`config.mk`:
```
export PLATFORM = sky130hd
export DESIGN_NAME = sdram_colseq
export DESIGN_NICKNAME = d
export VERILOG_FILES = /design/src/rtl/colseq_pkg.sv /design/src/rtl/colseq_len_dec.sv /design/src/rtl/colseq_beat_ctr.sv /design/src/rtl/colseq_addr_map.sv /design/src/rtl/sdram_colseq.sv
export SDC_FILE = /design/constraint.sdc
export NUM_CORES = 1
export LEC_CHECK = 0
export CORE_MARGIN = 4
export CORE_UTILIZATION = 55
export CTS_BUF_LIST = sky130_fd_sc_hd__clkbuf_2
export DETAILED_ROUTE_END_ITERATION = 16
export PLACE_DENSITY = 0.91
export SKIP_LAST_GASP = 1
export SYNTH_ARGS = -nofsm -noshare
export SYNTH_HDL_FRONTEND = slang
export SYNTH_HIERARCHICAL = 1
export SYNTH_SLANG_ARGS = --single-unit
export TNS_END_PERCENT = 100
```
`constraint.sdc`:
```
create_clock -name clk -period 2.62 [get_ports clk]
set_input_delay 0.655 -clock clk [delete_from_list [all_inputs] [get_ports clk]]
set_output_delay 0.655 -clock clk [all_outputs]
set_load 0.03 [all_outputs]
```
`src/rtl/colseq_pkg.sv`:
```
package colseq_pkg;

  localparam int unsigned MAX_COL_W = 16;

  typedef logic [MAX_COL_W-1:0] wide_col_t;

  typedef enum logic {
    ORD_ASC = 1'b0,
    ORD_XOR = 1'b1
  } order_e;

  localparam logic [2:0] CODE_ROW = 3'd7;

  // log2 of the beat count for fixed-length codes; reserved codes give 0
  function automatic logic [3:0] code_log2(input logic [2:0] code);
    case (code)
      3'd1:    return 4'd1;
      3'd2:    return 4'd2;
      3'd3:    return 4'd3;
      default: return 4'd0;
    endcase
  endfunction

  function automatic logic code_is_row(input logic [2:0] code);
    return code == CODE_ROW;
  endfunction

  // Column of a beat: bits under the mask move, bits above stay at base
  function automatic wide_col_t beat_column(input wide_col_t base,
                                            input wide_col_t beat,
                                            input wide_col_t mask,
                                            input logic      xor_mode);
    wide_col_t moved;
    moved = xor_mode ? (base ^ beat) : (base + beat);
    return (base & ~mask) | (moved & mask);
  endfunction

endpackage

```
`src/rtl/colseq_len_dec.sv`:
```
module colseq_len_dec #(
  parameter int unsigned COL_W = 9
) (
  input  logic [2:0]       len_code_i,
  output logic [COL_W-1:0] span_mask_o,
  output logic             row_mode_o
);
  import colseq_pkg::*;

  logic [3:0]  lg;
  logic [31:0] fixed_mask;

  always_comb begin
    lg          = code_log2(len_code_i);
    fixed_mask  = (32'd1 << lg) - 32'd1;
    row_mode_o  = code_is_row(len_code_i);
    span_mask_o = row_mode_o ? {COL_W{1'b1}} : COL_W'(fixed_mask);
  end

endmodule

```
`src/rtl/colseq_beat_ctr.sv`:
```
module colseq_beat_ctr #(
  parameter int unsigned COL_W = 9
) (
  input  logic             clk,
  input  logic             rst_n,
  input  logic             start_i,
  input  logic [COL_W-1:0] start_col_i,
  input  logic [2:0]       len_code_i,
  input  logic             order_i,
  input  logic             stop_i,
  input  logic [COL_W-1:0] span_mask_i,
  input  logic             row_mode_i,
  output logic             active_o,
  output logic [COL_W-1:0] beat_o,
  output logic [COL_W-1:0] base_o,
  output logic [2:0]       code_o,
  output logic             order_o,
  output logic             at_final_o,
  output logic             beat_vld_o,
  output logic             beat_last_o
);

  logic             active_q;
  logic [COL_W-1:0] beat_q;
  logic [COL_W-1:0] base_q;
  logic [2:0]       code_q;
  logic             order_q;
  logic             ends_now;

  // final index of a power-of-two span equals its mask
  assign at_final_o  = active_q & ~row_mode_i & (beat_q == span_mask_i);
  assign ends_now    = stop_i | at_final_o;
  assign beat_vld_o  = active_q & ~stop_i;
  assign beat_last_o = at_final_o & ~stop_i;

  always_ff @(posedge clk or negedge rst_n) begin
    if (!rst_n) begin
      active_q <= 1'b0;
      beat_q   <= '0;
      base_q   <= '0;
      code_q   <= '0;
      order_q  <= 1'b0;
    end else if (start_i) begin
      active_q <= 1'b1;
      beat_q   <= '0;
      base_q   <= start_col_i;
      code_q   <= len_code_i;
      order_q  <= order_i;
    end else if (active_q && ends_now) begin
      active_q <= 1'b0;
    end else if (active_q) begin
      beat_q   <= beat_q + 1'b1;
    end
  end

  assign active_o = active_q;
  assign beat_o   = beat_q;
  assign base_o   = base_q;
  assign code_o   = code_q;
  assign order_o  = order_q;

  assert_start_loads_R2: assert property (@(posedge clk) disable iff (!rst_n)
    start_i |=> active_q && beat_q == '0 && base_q == $past(start_col_i));

  assert_step_one_R3: assert property (@(posedge clk) disable iff (!rst_n)
    (active_q && !start_i && !ends_now) |=> beat_q == $past(beat_q) + 1'b1);

  assert_stop_halts_R9: assert property (@(posedge clk) disable iff (!rst_n)
    (stop_i && !start_i) |=> !active_q);

  assert_cfg_frozen_R11: assert property (@(posedge clk) disable iff (!rst_n)
    (active_q && !start_i) |=> $stable(base_q) && $stable(code_q) && $stable(order_q));

endmodule

```
`src/rtl/colseq_addr_map.sv`:
```
module colseq_addr_map #(
  parameter int unsigned COL_W = 9
) (
  input  logic [COL_W-1:0] base_i,
  input  logic [COL_W-1:0] beat_i,
  input  logic [COL_W-1:0] span_mask_i,
  input  logic             order_i,
  input  logic             row_mode_i,
  output logic [COL_W-1:0] col_o
);
  import colseq_pkg::*;

  logic      xor_mode;
  wide_col_t wide;

  // a full-row burst always counts upward
  assign xor_mode = (order_e'(order_i) == ORD_XOR) & ~row_mode_i;

  always_comb begin
    wide  = beat_column(wide_col_t'(base_i), wide_col_t'(beat_i),
                        wide_col_t'(span_mask_i), xor_mode);
    col_o = COL_W'(wide);
  end

endmodule

```
`src/rtl/sdram_colseq.sv`:
```
module sdram_colseq #(
  parameter int unsigned COL_W = 9
) (
  input  logic             clk,
  input  logic             rst_n,
  input  logic             start_i,
  input  logic [COL_W-1:0] start_col_i,
  input  logic [2:0]       len_code_i,
  input  logic             order_i,
  input  logic             stop_i,
  output logic [COL_W-1:0] col_o,
  output logic             beat_vld_o,
  output logic             beat_last_o
);

  logic             active;
  logic [COL_W-1:0] beat;
  logic [COL_W-1:0] base;
  logic [2:0]       code_q;
  logic             order_q;
  logic [COL_W-1:0] span_mask;
  logic             row_mode;
  logic             at_final;

  colseq_len_dec #(.COL_W(COL_W)) u_dec (
    .len_code_i (code_q),
    .span_mask_o(span_mask),
    .row_mode_o (row_mode)
  );

  colseq_beat_ctr #(.COL_W(COL_W)) u_ctr (
    .clk        (clk),
    .rst_n      (rst_n),
    .start_i    (start_i),
    .start_col_i(start_col_i),
    .len_code_i (len_code_i),
    .order_i    (order_i),
    .stop_i     (stop_i),
    .span_mask_i(span_mask),
    .row_mode_i (row_mode),
    .active_o   (active),
    .beat_o     (beat),
    .base_o     (base),
    .code_o     (code_q),
    .order_o    (order_q),
    .at_final_o (at_final),
    .beat_vld_o (beat_vld_o),
    .beat_last_o(beat_last_o)
  );

  colseq_addr_map #(.COL_W(COL_W)) u_map (
    .base_i     (base),
    .beat_i     (beat),
    .span_mask_i(span_mask),
    .order_i    (order_q),
    .row_mode_i (row_mode),
    .col_o      (col_o)
  );

  assert_upper_fixed_R4: assert property (@(posedge clk) disable iff (!rst_n)
    (beat_vld_o && !row_mode) |-> ((col_o ^ base) & ~span_mask) == '0);

  assert_row_no_last_R7: assert property (@(posedge clk) disable iff (!rst_n)
    row_mode |-> !beat_last_o);

  assert_last_is_beat_R8: assert property (@(posedge clk) disable iff (!rst_n)
    beat_last_o |-> beat_vld_o);

  assert_single_last_R8: assert property (@(posedge clk) disable iff (!rst_n)
    (beat_vld_o && span_mask == '0) |-> beat_last_o);

  assert_stop_masks_R9: assert property (@(posedge clk) disable iff (!rst_n)
    stop_i |-> !beat_vld_o && !beat_last_o);

  assert_final_ends_R3: assert property (@(posedge clk) disable iff (!rst_n)
    (at_final && !start_i) |=> !active);

endmodule

```
== After elaboration in Yosys (flattened, before gate mapping) ==
Cells that the tools add are included.

* Register bits: 23
* Input port bits: 17
* Output and inout bits: 11

* Add/sub/neg operators: 3
* Equal/unequal tests: 6
* Shift-type cells: 1
* Muxes and demuxes: 8
* Bitwise gates (word level): 13
* Reductions and logical operators: 4

{| class="wikitable"
|+ Operators by type and width
! cell !! number
|-
| $mux W9 || 5
|-
| $and A9 B9 Y9 || 2
|-
| $add A9 B1 Y9 const B || 1
|-
| $add A9 B9 Y9 || 1
|-
| $eq A9 B9 Y1 || 1
|-
| $not A9 Y9 || 1
|-
| $or A9 B9 Y9 || 1
|-
| $shl A1 B2 Y9 const A || 1
|-
| $sub A9 B1 Y9 const B || 1
|-
| $xor A9 B9 Y9 || 1
|-
| $eq A3 B2 Y1 const B || 2
|-
| $pmux W2 S3 || 1
|-
| $and A1 B1 Y1 || 5
|-
| $reduce_bool A2 Y1 || 2
|-
| $eq A3 B1 Y1 const B || 1
|-
| $eq A3 B3 Y1 const B || 1
|-
| $mux W1 || 2
|-
| $ne A2 B2 Y1 const B || 1
|-
| $not A1 Y1 || 2
|-
| $reduce_and A2 Y1 || 1
|-
| $logic_and A1 B1 Y1 || 1
|-
| $or A1 B1 Y1 || 1
|}

== Longest topological paths before layout ==
Gate-level depths: netlist (run 1).

* Depth after elaboration: 11
* Gate-level depth with buffers: 8

== Modules after synthesis ==
The synthesis (run 1) kept the hierarchy.

{| class="wikitable"
|+ Modules (own cells, without submodules)
! module !! instances !! cells an instance !! area an instance (sq um) !! sequential area each (sq um)
|-
| colseq_beat_ctr || 1 || 98 || 1134.8 || 575.6
|-
| colseq_addr_map || 1 || 66 || 478.0 || 0.0
|-
| colseq_len_dec || 1 || 12 || 83.8 || 0.0
|}

== Least setup slack after synthesis (run 1) ==
Ideal clock, no wire load.

* Path type: register -> output
* Start: register u_ctr.beat_q[0] (netlist: u_ctr/beat_o[0])
* End: output port col_o[8]
* Arrival time: 2.217 ns
* Data required time: 1.965 ns
* Path slack: -0.252 ns
* Stages on the path, launching flop included: 9
* Buffers on the path: 0
* Cell sequence: dfrtp_1 > ha_1 > inv_1 > fa_1 > and2b_1 > o2111ai_2 > a211o_1 > nand3_1 > xor2_1

* Word-level cells in the longest chain between the ends: 4

{| class="wikitable"
|+ Ends and longest elaborated chain
! item !! line !! text
|-
| start, declared || colseq_beat_ctr.sv:24 || <nowiki>logic [COL_W-1:0] beat_q;</nowiki>
|-
| start signal, assigned || colseq_beat_ctr.sv:52 || <nowiki>beat_q <= beat_q + 1'b1;</nowiki>
|-
| $add A9 B9 Y9 || colseq_pkg.sv:34 || <nowiki>moved = xor_mode ? (base ^ beat) : (base + beat);</nowiki>
|-
| $mux W9 || colseq_pkg.sv:34 ||
|-
| $and A9 B9 Y9 || colseq_pkg.sv:35 || <nowiki>return (base & ~mask) | (moved & mask);</nowiki>
|-
| $or A9 B9 Y9 || colseq_pkg.sv:35 ||
|-
| end, declared || sdram_colseq.sv:11 || <nowiki>output logic [COL_W-1:0] col_o,</nowiki>
|}

Every way passes these cells.

== Worst setup path after layout (run 1) ==
Ends and elaborated chain as after synthesis.

==> results of run 1 <==
[worst paths after layout]
check	startpoint	to	depth (start not counted)	slack, ns
max	u_ctr/beat_o[0]	col_o[8]	10	-0.57
min in group clk	u_ctr/base_o[7]	u_ctr/base_o[7]	1	0.61
min reg2reg	u_ctr/base_o[7]	u_ctr/base_o[7]	1	0.61
max reg2reg	u_ctr/code_o[1]	u_ctr/beat_o[8]	10	0.08
max in group asynchronous	rst_n	u_ctr/code_o[2]	2	1.77
min	rst_n	u_ctr/beat_o[8]	2	0.59
[cell type report]
type                       instances  area (sq um)  area share
multi-input combinational        135          1260       0.505
tap                               31          38.8      0.0156
timing repair buffer              67           574       0.230
sequential                        23           578       0.232
clock buffer                       4          20.0     0.00803
inverter                           6          22.5     0.00904
[sequential cells by signal, summed over array words and instances (netlist names)]
register / cells
u_ctr/order_o: 1
u_ctr/base_o: 9
u_ctr/beat_o: 9
u_ctr/code_o: 3
u_ctr/active_o: 1
[stage by stage]
stage | hold WS, ns | power (mW) | cells
finish | 0.590 | 1.10 | 266
CTS | 0.593 | 0.996 | 255
global route | 0.596 | 1.14 | 266
global placement | 0.529 | 0.746 | 238
detailed placement | 0.547 | 0.765 | 238
floorplan | 0.359 | 0.636 | 176
[power by group]
group | leakage [nW] | switching (mW) | internal [mW]
Clock | 0.0166 | 0.126 | 0.0402
Sequential | 0.285 | 0.0263 | 0.381
Combinational | 0.802 | 0.270 | 0.252
[layer usage]
layer / global-route usage / up-vias / wire (um)
li1: - / 741 / -
met5: 0 / - / 0
met2: 0.468 / 138 / 3050
met4: 0.127 / 0 / 379
met1: 0.275 / 865 / 2270
met3: 0.0515 / 46 / 453
[synthesized netlist by cell type, types with 5 or more instances]
| master | count | area share |
|---|---|---|
| dfrtp_1 | 23 | 0.34 |
| mux2_2 | 16 | 0.11 |
| nor2_1 | 14 | 0.031 |
| xor2_1 | 14 | 0.072 |
| a21oi_1 | 11 | 0.032 |
| ha_1 | 9 | 0.066 |
| buf_4 | 7 | 0.031 |
| inv_1 | 6 | 0.013 |
| nor2b_1 | 6 | 0.022 |
| o21ai_0 | 6 | 0.018 |
| nand3_1 | 5 | 0.015 |
| nor4_1 | 5 | 0.018 |
[placed cells by master (no fill, tap or decap), drive strengths merged, types with 2 or more instances in the layout]
cell	netlist	final
xor2	14	14
nor4	5	5
and3	3	3
o211ai	2	2
nor2	14	14
o21a	2	2
mux2	16	16
inv	6	6
mux2i	2	2
xnor2	4	4
nand2b	4	4
nand2	4	4
or4	2	2
ha	9	9
nor2b	6	6
clkdlybuf4s50	0	16
and2	2	2
or3	2	2
o21ai	7	7
nand3	5	5
a31oi	3	3
a21oi	12	12
dfrtp	23	23
nand4	4	4
o31ai	2	2
clkbuf	3	5
buf	9	50
[cells by family (layout without fill, tap and decap cells)]
kind of cell / Yosys count / in the layout
AOI/OAI and AO/OA: 33 / 33
xor gates and xnor gates: 18 / 18
adders and majority gates: 10 / 10
buffers and inverters: 18 / 77
DFF: 23 / 23
muxes: 18 / 18
and+or+nand+nor: 56 / 56
[what timing repair did]
action	in CTS	in global routing
endpoints found under the hold margin	0	0
buffers inserted	13	11
pin swaps	26	21
gates resized for setup	38	16
setup endpoints to repair	9	11
==> run summary, run 1 <==
OUTCOME
------------------------------------------------------------------------------------
Status                                                                  complete, but fails checks
Violations in the final reports                                         negative setup slack

SYNTH
------------------------------------------------------------------------------------
Share of synthesized area occupied by flip-flops and latches                   0.339
Yosys warning count                                                                6
Syn nets                                                                         203
Mapped cell area                                                        0.00170 sq mm
Yosys reg bits                                                                    23
Largest family of logic cells by synthesized area                       simple AND/OR/NAND/NOR gates
Number of flops mapped to enable cells by yosys                                    0
Most instantiated flip-flop cell in the synthesis netlist                    dfrtp_1
Share of cell area taken by muxes after synthesis                              0.118
Number of instances in the synthesized netlist                                   176
Proportion of synthesized flip-flops having asynchronous set or reset           1.00
Area fraction in and, or, nand and nor cells after synthesis                   0.188
Post-synthesis xor/xnor area fraction                                         0.0929
Avg Cell Area, Syn                                                        9.64 sq um
Synth Area in Compound Gates                                                   0.124
Adder and majority gate portion of the synthesized area                       0.0782
Distinct cells, synth                                                             44

RUN
------------------------------------------------------------------------------------
Number of max-cap violations                                                       0

LAYOUT
------------------------------------------------------------------------------------
Number of nets at the end of the flow                                            263
Post-route cell area                                                    0.00249 sq mm
Final Core Density                                                             0.874
Fraction of final layout cells sized beyond drive strength 1                   0.468
Count of fill cells added during filler insertion                                129
Layout area overhead                                                           46.9%
Final antenna diode count                                                          0

HOLD PATH
------------------------------------------------------------------------------------
Worst min path class                                                     in -> async

GLOBAL ROUTING
------------------------------------------------------------------------------------
Overflow left after global routing                                                 0
Initial antenna violation count                                                    0
Tot GR Track Use                                                               0.255
Largest net degree at the start of global routing                                 26
Number of global-route vias before repair                                       1718
Global-route wire length before repair                                       8140 um

CTS
------------------------------------------------------------------------------------
Clock latency on the worst-skew pair                                         0.37 ns
Maximum level of the CTS H-tree                                                    1
Clock tree root buffer cell                                                 clkbuf_2
Number of hold-repair buffers added at the cts stage                               0
Clock slew seen by the registers of the worst setup and hold paths           0.25 ns
Clock sink total                                                                  23
Clock tree from TritonCTS                                                      built
Number of buffers inserted during clock tree synthesis                             3
Clock Path Buffers                                                                 2

PLACE
------------------------------------------------------------------------------------
Worst-case setup slack after placement                                     -0.133 ns
Placer's final routability congestion estimate                                 0.990
Input/output buffers                                                              27
Post-DP HPWL                                                                 3080 um
Total placed instance area                                              0.00205 sq mm

TIMING
------------------------------------------------------------------------------------
Worst setup margin                                                         -0.570 ns
Setup repair after global routing missed its margin                             true
Highest achievable clock rate                                                313 MHz
Final worst path period share                                                   1.22
Relative slew margins                                                          0.665
Period minus WS final                                                        3.19 ns
Final setup TNS                                                             -2.56 ns
Final number of setup-violating endpoints                                          9
Clock skew                                                                0.00719 ns
Worst-margin pin slew                                                       0.500 ns
Number of pins exceeding their max-slew limit in the final report                  0
Number of hold violations in the final report                                      0

POWER AND IR DROP
------------------------------------------------------------------------------------
Worst IR Drop VDD                                                             306 uV
Static Leakage                                                               1.10 nW
Areal power density over the cells                                       440 mW/mm^2

ROUTE
------------------------------------------------------------------------------------
Number of routed nets with antenna violations                                      0
Residual DRC                                                                       0
Vias per cell                                                                   6.73
Pre-antenna DRT Iters                                                              7
Per-cell routed wire length                                                  23.1 um
DR iter-0 viols                                                                  201
Post-Route WL                                                                6150 um
Via total after detailed routing                                                1790

WORST SETUP PATH
------------------------------------------------------------------------------------
Delay-heaviest family, CP                                                adder cells
Bufs and invs on worst path                                                        3
Longest individual stage delay on the worst path                             0.42 ns
WP data required                                                             1.97 ns
Maximum fanout along the worst path                                                2
Startpoint types                                                                flop
Endpoint arrival time on the critical path                                   2.53 ns
Standard cell with the maximum stage delay on the critical path              dfrtp_1
Type of destination of the critical path                                  output pin
Critical path type                                                        reg -> out
Cell Chain, Critical Path                                               ha_2, inv_2, fa_2, and2b_1, o2111ai_2, buf_4, nand4_1, nand3_2, xor2_4, buf_6

FLOORPLAN
------------------------------------------------------------------------------------
I/O pin total                                                                     28
Effective utilization at floorplan                                             0.595
Std-Cell Rows                                                                     19
Vertical die dimension                                                       63.5 um
Horizontal extent of the die                                                 63.5 um
Core area                                                               0.00285 sq mm
Area of the die                                                         0.00404 sq mm

Note: power is estimated with default switching activity, not from simulation.
==> inputs of run 2 (changes only) <==
PLACE_DENSITY = 0.84   (was 0.91)
SETUP_SLACK_MARGIN = 0.4   (was unset)
==> run 2 against run 1 <==
Net effect:
- largest cell class unchanged
- sequential power rose by 1%
- maximum frequency fell by 1.7%
- register-to-register slack improved by 0.18 ns
- die area did not move
- first-iteration DRC count rose by 77%
- worst setup slack got worse by 0.057 ns
- power rose by 5.0%
- the flow still finishes with violations (negative setup slack)
- worst hold slack improved by 0.016 ns
- core utilization rose by 8.1 points
- cell count rose by 1.1%
- non-clock buffer count rose by 1
- critical path type unchanged
- flip-flop and latch count did not move
==> run summary, run 2 (synthesized netlist as in run 1, its figures left out) <==
OUTCOME
---------------------------------------------------------------------------------
Status                                                               complete, but fails checks
Violations in the final reports                                      negative setup slack

CTS
---------------------------------------------------------------------------------
Clock tree root buffer cell                                              clkbuf_2
Number of buffers inserted during clock tree synthesis                          3
Clock tree from TritonCTS                                                   built
Clock slew seen by the registers of the worst setup and hold paths        0.27 ns
Maximum level of the CTS H-tree                                                 1
Clock sink total                                                               23
Clock Path Buffers                                                              2
Clock latency on the worst-skew pair                                      0.36 ns

TIMING
---------------------------------------------------------------------------------
Relative slew margins                                                       0.664
Final worst path period share                                                1.24
Setup repair after global routing missed its margin                          true
Highest achievable clock rate                                             308 MHz
Worst setup margin                                                      -0.626 ns
Number of pins exceeding their max-slew limit in the final report               0
Hold Slack                                                               0.607 ns
Period minus WS final                                                     3.25 ns
Number of hold violations in the final report                                   0
Final number of setup-violating endpoints                                       9
Clock skew                                                              0.0209 ns
Worst-margin pin slew                                                    0.503 ns

FLOORPLAN
---------------------------------------------------------------------------------
Std-Cell Rows                                                                  19
Horizontal extent of the die                                              63.5 um
I/O pin total                                                                  28
Area of the die                                                      0.00404 sq mm
Core area                                                            0.00285 sq mm
Effective utilization at floorplan                                          0.595
Vertical die dimension                                                    63.5 um

WORST SETUP PATH
---------------------------------------------------------------------------------
Startpoint types                                                             flop
Worst Reg-to-Reg Cells                                                         11
Type of destination of the critical path                               output pin
Maximum fanout along the worst path                                             3
R2r endpoint                                                         u_ctr/beat_o[1]
Startpoint of the worst register-to-register path                    u_ctr/code_o[0]
WP data required                                                          1.97 ns
Endpoint arrival time on the critical path                                2.59 ns
Critical path type                                                     reg -> out
Register-to-register path setup slack                                     0.26 ns

HOLD PATH
---------------------------------------------------------------------------------
Depth of the worst hold-timing path                                             1
Beginning of the worst hold path                                     u_ctr/order_o
Worst min-delay path endpoint                                        u_ctr/order_o
Worst min path class                                                   reg -> reg

GLOBAL ROUTING
---------------------------------------------------------------------------------
Initial antenna violation count                                                 0
Global-route wire length before repair                                    9260 um
Overflow left after global routing                                              0
Largest net degree at the start of global routing                              26
Tot GR Track Use                                                            0.299
Number of global-route vias before repair                                    1832

ROUTE
---------------------------------------------------------------------------------
Residual DRC                                                                    0
Via total after detailed routing                                             1889
Post-Route WL                                                             7540 um
DR iter-0 viols                                                               355
Number of routed nets with antenna violations                                   0
Pre-antenna DRT Iters                                                           7
Vias per cell                                                                7.02
Per-cell routed wire length                                               28.0 um

PLACE
---------------------------------------------------------------------------------
Post-DP HPWL                                                              2840 um
Worst-case setup slack after placement                                 -0.0397 ns
Placed cell count                                                             231
Input/output buffers                                                           27
Placer's final routability congestion estimate                              0.957

POWER AND IR DROP
---------------------------------------------------------------------------------
Worst IR Drop VDD                                                          334 uV
Static Leakage                                                            1.14 nW
Total Power                                                               1.15 mW
Areal power density over the cells                                    422 mW/mm^2

RUN
---------------------------------------------------------------------------------
Number of max-cap violations                                                    0

LAYOUT
---------------------------------------------------------------------------------
Fraction of final layout cells sized beyond drive strength 1                0.580
Final antenna diode count                                                       0
Leading cell type in the layout, fill and taps excluded                     buf_4
Number of nets at the end of the flow                                         266
Layout area overhead                                                        60.5%
Leading cell types in the layout, fill and taps excluded             buf_4, dfrtp_1, clkdlybuf4s50_1
Final Non-Filler Cells                                                        269
Final Core Density                                                          0.955

==> run 2: report_power, final <==
part	total (mW)	internal (mW)	switching, mW
clock network	0.161	0.0346	0.126
registers	0.411	0.381	0.0295
logic	0.579	0.270	0.309
==> run 2: critical path, cell delays in order, from the launching register on <==
cell and delay (ns):
dfrtp_1 0.44, ha_2 0.21, inv_2 0.06, fa_2 0.35, and2b_2 0.26, o2111ai_4 0.14
buf_4 0.18, a31oi_2 0.16, xnor2_1 0.12, a21oi_2 0.16, buf_6 0.15
==> run 2: how the worst max path moves through the flow <==
stage                           to       startpoint  depth (start not counted)  slack, ns
final                     col_o[6]  u_ctr/base_o[0]                         10      -0.63
after global routing      col_o[6]  u_ctr/base_o[0]                         10      -0.72
after CTS                 col_o[8]  u_ctr/beat_o[0]                          9      -0.47
after detailed placement  col_o[8]  u_ctr/beat_o[0]                          9      -0.04
after global placement    col_o[8]  u_ctr/base_o[0]                          9      0.009
after floorplan           col_o[8]  u_ctr/beat_o[0]                          8      -0.02
==> run 2: timing repair <==
| item | in CTS | in global routing |
|---|---|---|
| endpoints found under the hold margin | 0 | 0 |
| endpoints found under the setup margin | 17 | 17 |
| gates cloned | 1 | 1 |
| setup buffers | 23 | 9 |
| hold buffers | 0 | 0 |
| pin swaps | 22 | 20 |
| gates resized for setup | 44 | 31 |
==> run 2: metrics by stage <==
step / cell area, sq um / setup TNS, ns
5_1_grt: 2720 / -4.46
6_report: 2720 / -3.67
3_3_place_gp: 2100 / 0
4_1_cts: 2500 / -2.17
2_1_floorplan: 1830 / -0.0247
3_5_place_dp: 2100 / -0.0397
==> run 2: routing by layer <==
layer / wire (um) / global-route usage / share of wire / up-vias
li1: - / - / - / 745
met1: 2600 / 0.338 / 0.34 / 909
met2: 3670 / 0.506 / 0.49 / 169
met3: 729 / 0.0604 / 0.097 / 66
met4: 540 / 0.199 / 0.072 / 0
met5: 0 / 0 / 0 / -
==> run 2: area by class of cell <==
type                    instances  area [sq um]
multi-input cells             137          1460
repair buffers                 68           599
flip-flops and latches         23           581
fillers                        68           129
well taps                      31          38.8
inverters                       6          22.5
clock buffers                   3          15.0
clock inverters                 1          5.00
